$ cat src/rtl/scl_tg_pkg.sv
package scl_tg_pkg;
  localparam int EXP_W     = 4;
  localparam int PH_W      = 4;
  localparam int NORM_LIM  = 16;
  localparam int NORM_W    = $clog2(NORM_LIM) + 1;
  localparam int PRE_W     = (1 << EXP_W) - 1;

  typedef struct packed {
    logic [EXP_W-1:0] exp;
    logic [PH_W-1:0]  low;
    logic [PH_W-1:0]  high;
  } timing_t;

  // Raise values below 2 so the phase split cannot underflow.
  function automatic logic [NORM_W-1:0] clamp_norm(input logic [NORM_W-1:0] n);
    return (n < NORM_W'(2)) ? NORM_W'(2) : n;
  endfunction

  function automatic logic [PH_W-1:0] low_of(input logic [NORM_W-1:0] n);
    return PH_W'((n >> 1) - NORM_W'(1));
  endfunction

  function automatic logic [PH_W-1:0] high_of(input logic [NORM_W-1:0] n);
    return PH_W'(n - {1'b0, low_of(n)} - NORM_W'(2));
  endfunction
endpackage

$ cat src/rtl/scl_ratio_norm.sv
module scl_ratio_norm
  import scl_tg_pkg::*;
#(
  parameter int RATIO_W = 16
) (
  input  logic               clk,
  input  logic               rst_n,
  input  logic               start_i,
  input  logic [RATIO_W-1:0] ratio_i,
  output logic               busy_o,
  output logic               done_o,
  output logic [EXP_W-1:0]   exp_o,
  output logic [NORM_W-1:0]  norm_o
);
  typedef enum logic {N_IDLE, N_SHIFT} nstate_t;

  nstate_t            st_q;
  logic [RATIO_W-1:0] work_q;
  logic [EXP_W-1:0]   exp_q;
  logic               sticky_q;
  logic               done_q;
  logic [NORM_W-1:0]  norm_q;
  logic               need_shift;

  assign need_shift = (work_q >= RATIO_W'(NORM_LIM));

  always_ff @(posedge clk or negedge rst_n) begin
    if (!rst_n) begin
      st_q     <= N_IDLE;
      work_q   <= '0;
      exp_q    <= '0;
      sticky_q <= 1'b0;
      done_q   <= 1'b0;
      norm_q   <= NORM_W'(2);
    end else begin
      done_q <= 1'b0;
      case (st_q)
        N_IDLE: begin
          if (start_i) begin
            work_q   <= ratio_i;
            exp_q    <= '0;
            sticky_q <= 1'b0;
            st_q     <= N_SHIFT;
          end
        end
        default: begin
          if (need_shift) begin
            work_q   <= work_q >> 1;
            sticky_q <= sticky_q | work_q[0];
            exp_q    <= exp_q + 1'b1;
          end else begin
            norm_q <= clamp_norm({1'b0, work_q[3:0]} + NORM_W'(sticky_q));
            done_q <= 1'b1;
            st_q   <= N_IDLE;
          end
        end
      endcase
    end
  end

  assign busy_o = (st_q == N_SHIFT);
  assign done_o = done_q;
  assign exp_o  = exp_q;
  assign norm_o = norm_q;

  AST_SHIFT_STEP: assert property (@(posedge clk) disable iff (!rst_n)
    (st_q == N_SHIFT && need_shift) |=> (exp_q == $past(exp_q) + 1'b1));
  AST_NORM_RANGE: assert property (@(posedge clk) disable iff (!rst_n)
    done_q |-> (norm_q >= NORM_W'(2) && norm_q <= NORM_W'(NORM_LIM)));
  AST_DONE_SINGLE: assert property (@(posedge clk) disable iff (!rst_n)
    done_q |=> !done_q);
endmodule

$ cat src/rtl/scl_base_tick.sv
module scl_base_tick
  import scl_tg_pkg::*;
(
  input  logic             clk,
  input  logic             rst_n,
  input  logic             restart_i,
  input  logic [EXP_W-1:0] exp_i,
  output logic             tick_o
);
  logic [PRE_W-1:0] pre_q;
  logic [PRE_W-1:0] limit;

  assign limit  = (PRE_W'(1) << exp_i) - PRE_W'(1);
  assign tick_o = (pre_q == limit);

  always_ff @(posedge clk or negedge rst_n) begin
    if (!rst_n)                 pre_q <= '0;
    else if (restart_i || tick_o) pre_q <= '0;
    else                        pre_q <= pre_q + 1'b1;
  end

  AST_PRE_BOUND: assert property (@(posedge clk) disable iff (!rst_n)
    restart_i |=> (pre_q == '0));
endmodule

$ cat src/rtl/scl_phase_gen.sv
module scl_phase_gen
  import scl_tg_pkg::*;
(
  input  logic    clk,
  input  logic    rst_n,
  input  logic    pend_valid_i,
  input  timing_t pend_i,
  output logic    commit_o,
  output logic    scl_o,
  output logic    phase_adv_o
);
  logic            running_q;
  logic            scl_q;
  timing_t         act_q;
  logic [PH_W-1:0] ph_q;
  logic            base_tick;
  logic            phase_end;
  logic            commit;

  scl_base_tick u_tick (
    .clk      (clk),
    .rst_n    (rst_n),
    .restart_i(commit),
    .exp_i    (act_q.exp),
    .tick_o   (base_tick)
  );

  assign phase_end = running_q && base_tick &&
                     (ph_q == (scl_q ? act_q.high : act_q.low));
  assign commit    = pend_valid_i && (!running_q || (phase_end && scl_q));

  always_ff @(posedge clk or negedge rst_n) begin
    if (!rst_n) begin
      running_q <= 1'b0;
      scl_q     <= 1'b1;
      act_q     <= '0;
      ph_q      <= '0;
    end else if (commit) begin
      running_q <= 1'b1;
      scl_q     <= 1'b0;
      act_q     <= pend_i;
      ph_q      <= '0;
    end else if (phase_end) begin
      scl_q <= ~scl_q;
      ph_q  <= '0;
    end else if (running_q && base_tick) begin
      ph_q <= ph_q + 1'b1;
    end
  end

  assign commit_o    = commit;
  assign scl_o       = scl_q;
  assign phase_adv_o = phase_end;

  AST_SCL_STABLE: assert property (@(posedge clk) disable iff (!rst_n)
    (!phase_end && !commit) |=> $stable(scl_q));
  AST_COMMIT_LOW: assert property (@(posedge clk) disable iff (!rst_n)
    commit |=> (!scl_q && running_q));
  AST_IDLE_HIGH: assert property (@(posedge clk) disable iff (!rst_n)
    !running_q |-> scl_q);
  AST_ADV_TOGGLES: assert property (@(posedge clk) disable iff (!rst_n)
    phase_end |=> (scl_q != $past(scl_q)));
endmodule

$ cat src/rtl/scl_timing_gen.sv
module scl_timing_gen
  import scl_tg_pkg::*;
#(
  parameter int RATIO_W    = 16,
  parameter int SPEED_W    = 24,
  parameter int HS_THRESH  = 400000,
  parameter int TMO_W      = 4,
  parameter int HS_TIMEOUT = 3,
  parameter int NO_TIMEOUT = 0
) (
  input  logic               clk,
  input  logic               rst_n,
  input  logic               cfg_load,
  input  logic [RATIO_W-1:0] cfg_ratio,
  input  logic [SPEED_W-1:0] cfg_speed,
  output logic               cfg_done,
  output logic [EXP_W-1:0]   cfg_exp,
  output logic [PH_W-1:0]    cfg_low,
  output logic [PH_W-1:0]    cfg_high,
  output logic [TMO_W-1:0]   cfg_timeout,
  output logic               scl_o,
  output logic               phase_adv_o
);
  logic              accept;
  logic              speed_zero;
  logic              norm_busy;
  logic              norm_done;
  logic [EXP_W-1:0]  norm_exp;
  logic [NORM_W-1:0] norm_val;
  logic              hs_job_q;
  logic              done_q;
  timing_t           res_q;
  logic [TMO_W-1:0]  tmo_q;
  logic              pend_valid_q;
  logic              commit;

  assign speed_zero = (cfg_speed == '0);
  assign accept     = cfg_load && !speed_zero && !norm_busy;

  scl_ratio_norm #(.RATIO_W(RATIO_W)) u_norm (
    .clk    (clk),
    .rst_n  (rst_n),
    .start_i(accept),
    .ratio_i(cfg_ratio),
    .busy_o (norm_busy),
    .done_o (norm_done),
    .exp_o  (norm_exp),
    .norm_o (norm_val)
  );

  always_ff @(posedge clk or negedge rst_n) begin
    if (!rst_n) begin
      hs_job_q     <= 1'b0;
      done_q       <= 1'b0;
      res_q        <= '0;
      tmo_q        <= TMO_W'(NO_TIMEOUT);
      pend_valid_q <= 1'b0;
    end else begin
      done_q <= norm_done;
      if (accept) hs_job_q <= (cfg_speed > SPEED_W'(HS_THRESH));
      if (norm_done) begin
        res_q.exp  <= norm_exp;
        res_q.low  <= low_of(norm_val);
        res_q.high <= high_of(norm_val);
        tmo_q      <= hs_job_q ? TMO_W'(HS_TIMEOUT) : TMO_W'(NO_TIMEOUT);
        pend_valid_q <= 1'b1;
      end else if (commit) begin
        pend_valid_q <= 1'b0;
      end
    end
  end

  scl_phase_gen u_phase (
    .clk         (clk),
    .rst_n       (rst_n),
    .pend_valid_i(pend_valid_q),
    .pend_i      (res_q),
    .commit_o    (commit),
    .scl_o       (scl_o),
    .phase_adv_o (phase_adv_o)
  );

  assign cfg_done    = done_q;
  assign cfg_exp     = res_q.exp;
  assign cfg_low     = res_q.low;
  assign cfg_high    = res_q.high;
  assign cfg_timeout = tmo_q;

  AST_ZERO_REFUSED: assert property (@(posedge clk) disable iff (!rst_n)
    (cfg_load && speed_zero && !norm_busy) |=> !norm_busy);
  AST_TMO_HS: assert property (@(posedge clk) disable iff (!rst_n)
    (norm_done && hs_job_q) |=> (tmo_q == TMO_W'(HS_TIMEOUT)));
  AST_SPLIT_BAL: assert property (@(posedge clk) disable iff (!rst_n)
    done_q |-> (res_q.low <= res_q.high && res_q.high <= res_q.low + 1'b1));
  AST_BUSY_IGNORE: assert property (@(posedge clk) disable iff (!rst_n)
    (norm_busy && !norm_done) |=> !done_q);
endmodule

$ cat config.mk
export PLATFORM = sky130hd
export DESIGN_NAME = scl_timing_gen
export DESIGN_NICKNAME = d
export VERILOG_FILES = /design/src/rtl/scl_tg_pkg.sv /design/src/rtl/scl_ratio_norm.sv /design/src/rtl/scl_base_tick.sv /design/src/rtl/scl_phase_gen.sv /design/src/rtl/scl_timing_gen.sv
export SDC_FILE = /design/constraint.sdc
export NUM_CORES = 1
export LEC_CHECK = 0
export CAP_MARGIN = 15
export CORE_MARGIN = 2
export CORE_UTILIZATION = 55
export DETAILED_ROUTE_END_ITERATION = 10
export GPL_ROUTABILITY_DRIVEN = 0
export PLACE_DENSITY_LB_ADDON = 0.2
export REMOVE_ABC_BUFFERS = 1
export SETUP_SLACK_MARGIN = 0.4
export SLEW_MARGIN = 40
export SYNTH_ARGS = -nofsm -noshare
export SYNTH_HDL_FRONTEND = slang
export SYNTH_SLANG_ARGS = --single-unit
$ cat constraint.sdc
create_clock -name clk -period 5 [get_ports clk]
set_input_delay 0.75 -clock clk [delete_from_list [all_inputs] [get_ports clk]]
set_output_delay 0.75 -clock clk [all_outputs]
set_load 0.01 [all_outputs]
==> results.py <==
metrics = {
    "final_layout": {
        "fill_cells": 599,
        "n_antenna_cell": 0,
        "multi_input_area_mm2": 0.00215,
        "regArea_mm2": 0.00193,
        "finalCoreUtilization_pct": 67.8,
        "synthToLayoutAreaGrowth_pct": 20.8,
        "layout-drive-gt1-share_pct": 14.0,
        "nets": 529,
    },
    "setup_path": {
        "worst_setup_path_end_kind": "output port",
        "startpoint": "u_phase.act_q[8]",
        "arrival_ns": 3.60,
        "r2r_slack_ns": 1.63,
        "cp-start-kind": "flip-flop",
        "required_ns": 4.25,
        "crit_path_max_fanout": 16,
        "worstReg2RegEnd": "u_phase.act_q[1]",
        "timing.rr.start": "u_phase.act_q[8]",
        "critical_path_class": "reg2out",
        "r2r_cells": 10,
    },
    "global_routing": {
        "track_usage_pct": 21.1,
        "overflow": 0,
        "grt_max_degree": 78,
        "grt_pass1_vias": 3053,
        "grt_pass1_wl_mm": 14.3,
        "antenna_found_initial": 0,
    },
    "clock_network": {
        "cts-root-buf": "clkbuf_8",
        "hold_buffers": 0,
        "cts_tree": "built",
        "cts_max_level": 3,
        "cts_sinks": 77,
        "numCtsBuffers": 9,
        "clk_latency_ns": 0.35,
        "path_clk_slew_ns": 0.08,
        "clockBufferDepth": 2,
    },
    "route": {
        "via_per_inst": 5.44,
        "drc": 0,
        "drtAntennaViolNets": 0,
        "wl_mm": 8.45,
        "drtIter0Drc": 125,
        "vias": 3160,
        "dr.pass1.iters": 4,
        "wire_per_inst_um": 14.5,
    },
    "synth": {
        "synth_flop_cell": "dfrtp_1",
        "syn_inst": 423,
        "synth_top_area_share_pct": 43.8,
        "synth_cell_type_count": 64,
        "ys_ff_latch": 77,
        "avgSynthCellArea_um2": 10.1,
        "synth-edff-count": 0,
        "synth_top_cell_by_area": "dfrtp_1",
        "syn_area_mm2": 0.00429,
        "synth_area_leaders": "dfrtp_1, mux2i_1, o21ai_0",
        "ys_warn_count": 0,
        "yosysSeqAreaShare_pct": 45.0,
        "synthArstFlopShare_pct": 100,
    },
    "power": {
        "cellLeakagePower_nw": 2.30,
        "seq_power_share_pct": 36.8,
        "clockPowerShare_pct": 18.2,
        "switching_share_pct": 38.5,
        "power_density_mw_per_mm2": 602,
        "power_frac_comb_pct": 45.0,
        "switching_power_w": 0.00120,
        "ir_worst_vdd_uv": 225,
        "internal_power_w": 0.00192,
    },
    "timing": {
        "setup_tns_ns": 0,
        "max_freq_ghz": 0.230,
        "finalCritPeriodShare_pct": 86.9,
        "rsz0062_at_grt": "no",
        "tightest_slew_ns": 0.755,
        "hold_viol_final": 0,
        "skew_ns": 0.0136,
        "period_needed_ns": 4.35,
        "slew_viol_final": 0,
        "setup_viol": 0,
        "max_slew_margin_pct": 49.6,
    },
    "floorplan": {
        "die_h_um": 92.3,
        "rows": 32,
        "dieArea_mm2": 0.00852,
        "core_mm2": 0.00765,
        "start_util_pct": 56.1,
        "io_pins": 62,
        "die-width_um": 92.3,
    },
    "place": {
        "portBuffers": 59,
        "hpwl_mm": 6.12,
    },
    "hold_path": {
        "hp-class": "in2async",
    },
    "outcome": {
        "status": "finished clean",
    },
    "run": {
        "max-cap-violations": 0,
    },
}
## metal layers
metal	part of all wire, %	global-route usage, %	wire, um	vias to the layer above
li1	-	-	-	1585
met3	4.2	2.93	353	10
met1	46	28.5	3890	1492
met5	0	0	0	-
met4	1.3	7.46	111	0
met2	48	34.9	4100	73
## what timing repair did
action,4_1_cts,5_1_grt
setup buffers,1,3
gates resized for setup,2,2
endpoints found under the setup margin,1,1
pin swaps,1,0
## how the worst max path moves through the flow
stage,endpoint,slack (ns),cells after the start
floorplan,phase_adv_o,1.24,8
global placement,phase_adv_o,0.61,9
detailed placement,phase_adv_o,0.49,9
CTS,phase_adv_o,0.47,9
global route,phase_adv_o,0.46,9
finish,phase_adv_o,0.65,9
## worst max-delay path, cell delays in order, from the launching register on
cell and delay [ns]:
dfrtp_2 0.53, or4b_2 0.63, ha_2 0.29, or3_1 0.35, a21o_1 0.19, o211ai_1 0.16, and4_2 0.33, nand3_1 0.14
inv_1 0.10, clkdlybuf4s50_1 0.53
## cell usage after synthesis, drive strengths merged, types with 3 or more instances
cell type / number
nand4: 4
a31oi: 4
nand2b: 3
nor2: 25
o211ai: 3
nor3: 5
nand2: 36
o21ai: 34
a21oi: 8
and3: 6
ha: 11
xnor2: 18
or3: 3
buf: 11
inv: 21
nand3: 27
and2: 3
clkbuf: 16
mux2i: 22
dfrtp: 75
a21o: 3
nor4: 10
mux2: 21
xor2: 16
## layout by cell type (no fill, tap or decap), types with 3 or more instances in the layout
master	n
a31oi_1	3
a21o_1	3
nand4_1	4
mux2_2	11
xor2_1	16
nor3_1	5
nand3_1	27
nor4_1	9
bufinv_16	3
nor2_1	25
o21ai_0	33
clkdlybuf4s50_1	58
o211ai_1	3
a21oi_1	8
xnor2_1	18
ha_1	10
mux2_4	10
nand2_1	36
or3_1	3
and3_1	6
mux2i_1	22
dfrtp_2	3
clkbuf_8	9
inv_1	21
dfrtp_1	72
buf_4	7
## layout make-up
type	count	area share [%]
tap	102	2.46
timing repair buffer	66	12.4
clock buffer	9	2.39
clock inverter	7	2.34
multi-input combinational	299	41.6
inverter	21	1.52
sequential	77	37.3
## through the flow
stage               setup WS [ns]  std cells  instance area, um^2  power, W  hold WS, ns
floorplan                    1.24        397                 4160   0.00208        0.444
global placement            0.611        561                 4890   0.00245        0.488
detailed placement          0.485        561                 4900   0.00253        0.498
CTS                         0.473        578                 5150   0.00312        0.446
global route                0.461        581                 5180   0.00337        0.457
finish                      0.654        581                 5180   0.00312        0.402
## power by group through the flow
stage               clock, W  sequential, W  combinational (W)
finish              0.000566        0.00115            0.00140
global route        0.000604        0.00119            0.00158
CTS                 0.000574        0.00115            0.00139
detailed placement         0        0.00117            0.00137
global placement           0        0.00115            0.00130
floorplan                  0        0.00112           0.000962
## state kept, by name (all words and copies together), names as in the netlist
register              cells
cfg_done                  1
cfg_exp                   4
cfg_high                  4
cfg_low                   4
cfg_timeout               1
hs_job_q                  1
pend_valid_q              1
u_norm.busy_o             1
u_norm.done_o             1
u_norm.exp_o              4
u_norm.norm_o             5
u_norm.sticky_q           1
u_norm.work_q            16
u_phase.act_q            12
u_phase.ph_q              4
u_phase.running_q         1
u_phase.scl_o             1
u_phase.u_tick.pre_q     15
## cells by family (layout without fill, tap and decap cells)
| kind of cell | count (synthesis) | count (layout) | share of synthesized area (%) |
|---|---|---|---|
| adders and majority gates | 12 | 12 | 3.68 |
| other | 1 | 2 | 0.0874 |
| AOI/OAI and AO/OA | 72 | 72 | 11.2 |
| and+or+nand+nor | 136 | 136 | 16.5 |
| xor gates and xnor gates | 34 | 34 | 6.94 |
| muxes | 43 | 43 | 11.5 |
| DFF | 77 | 77 | 45.0 |
| buffers and inverters | 48 | 103 | 5.05 |
Power figures use the tool's default switching activity.
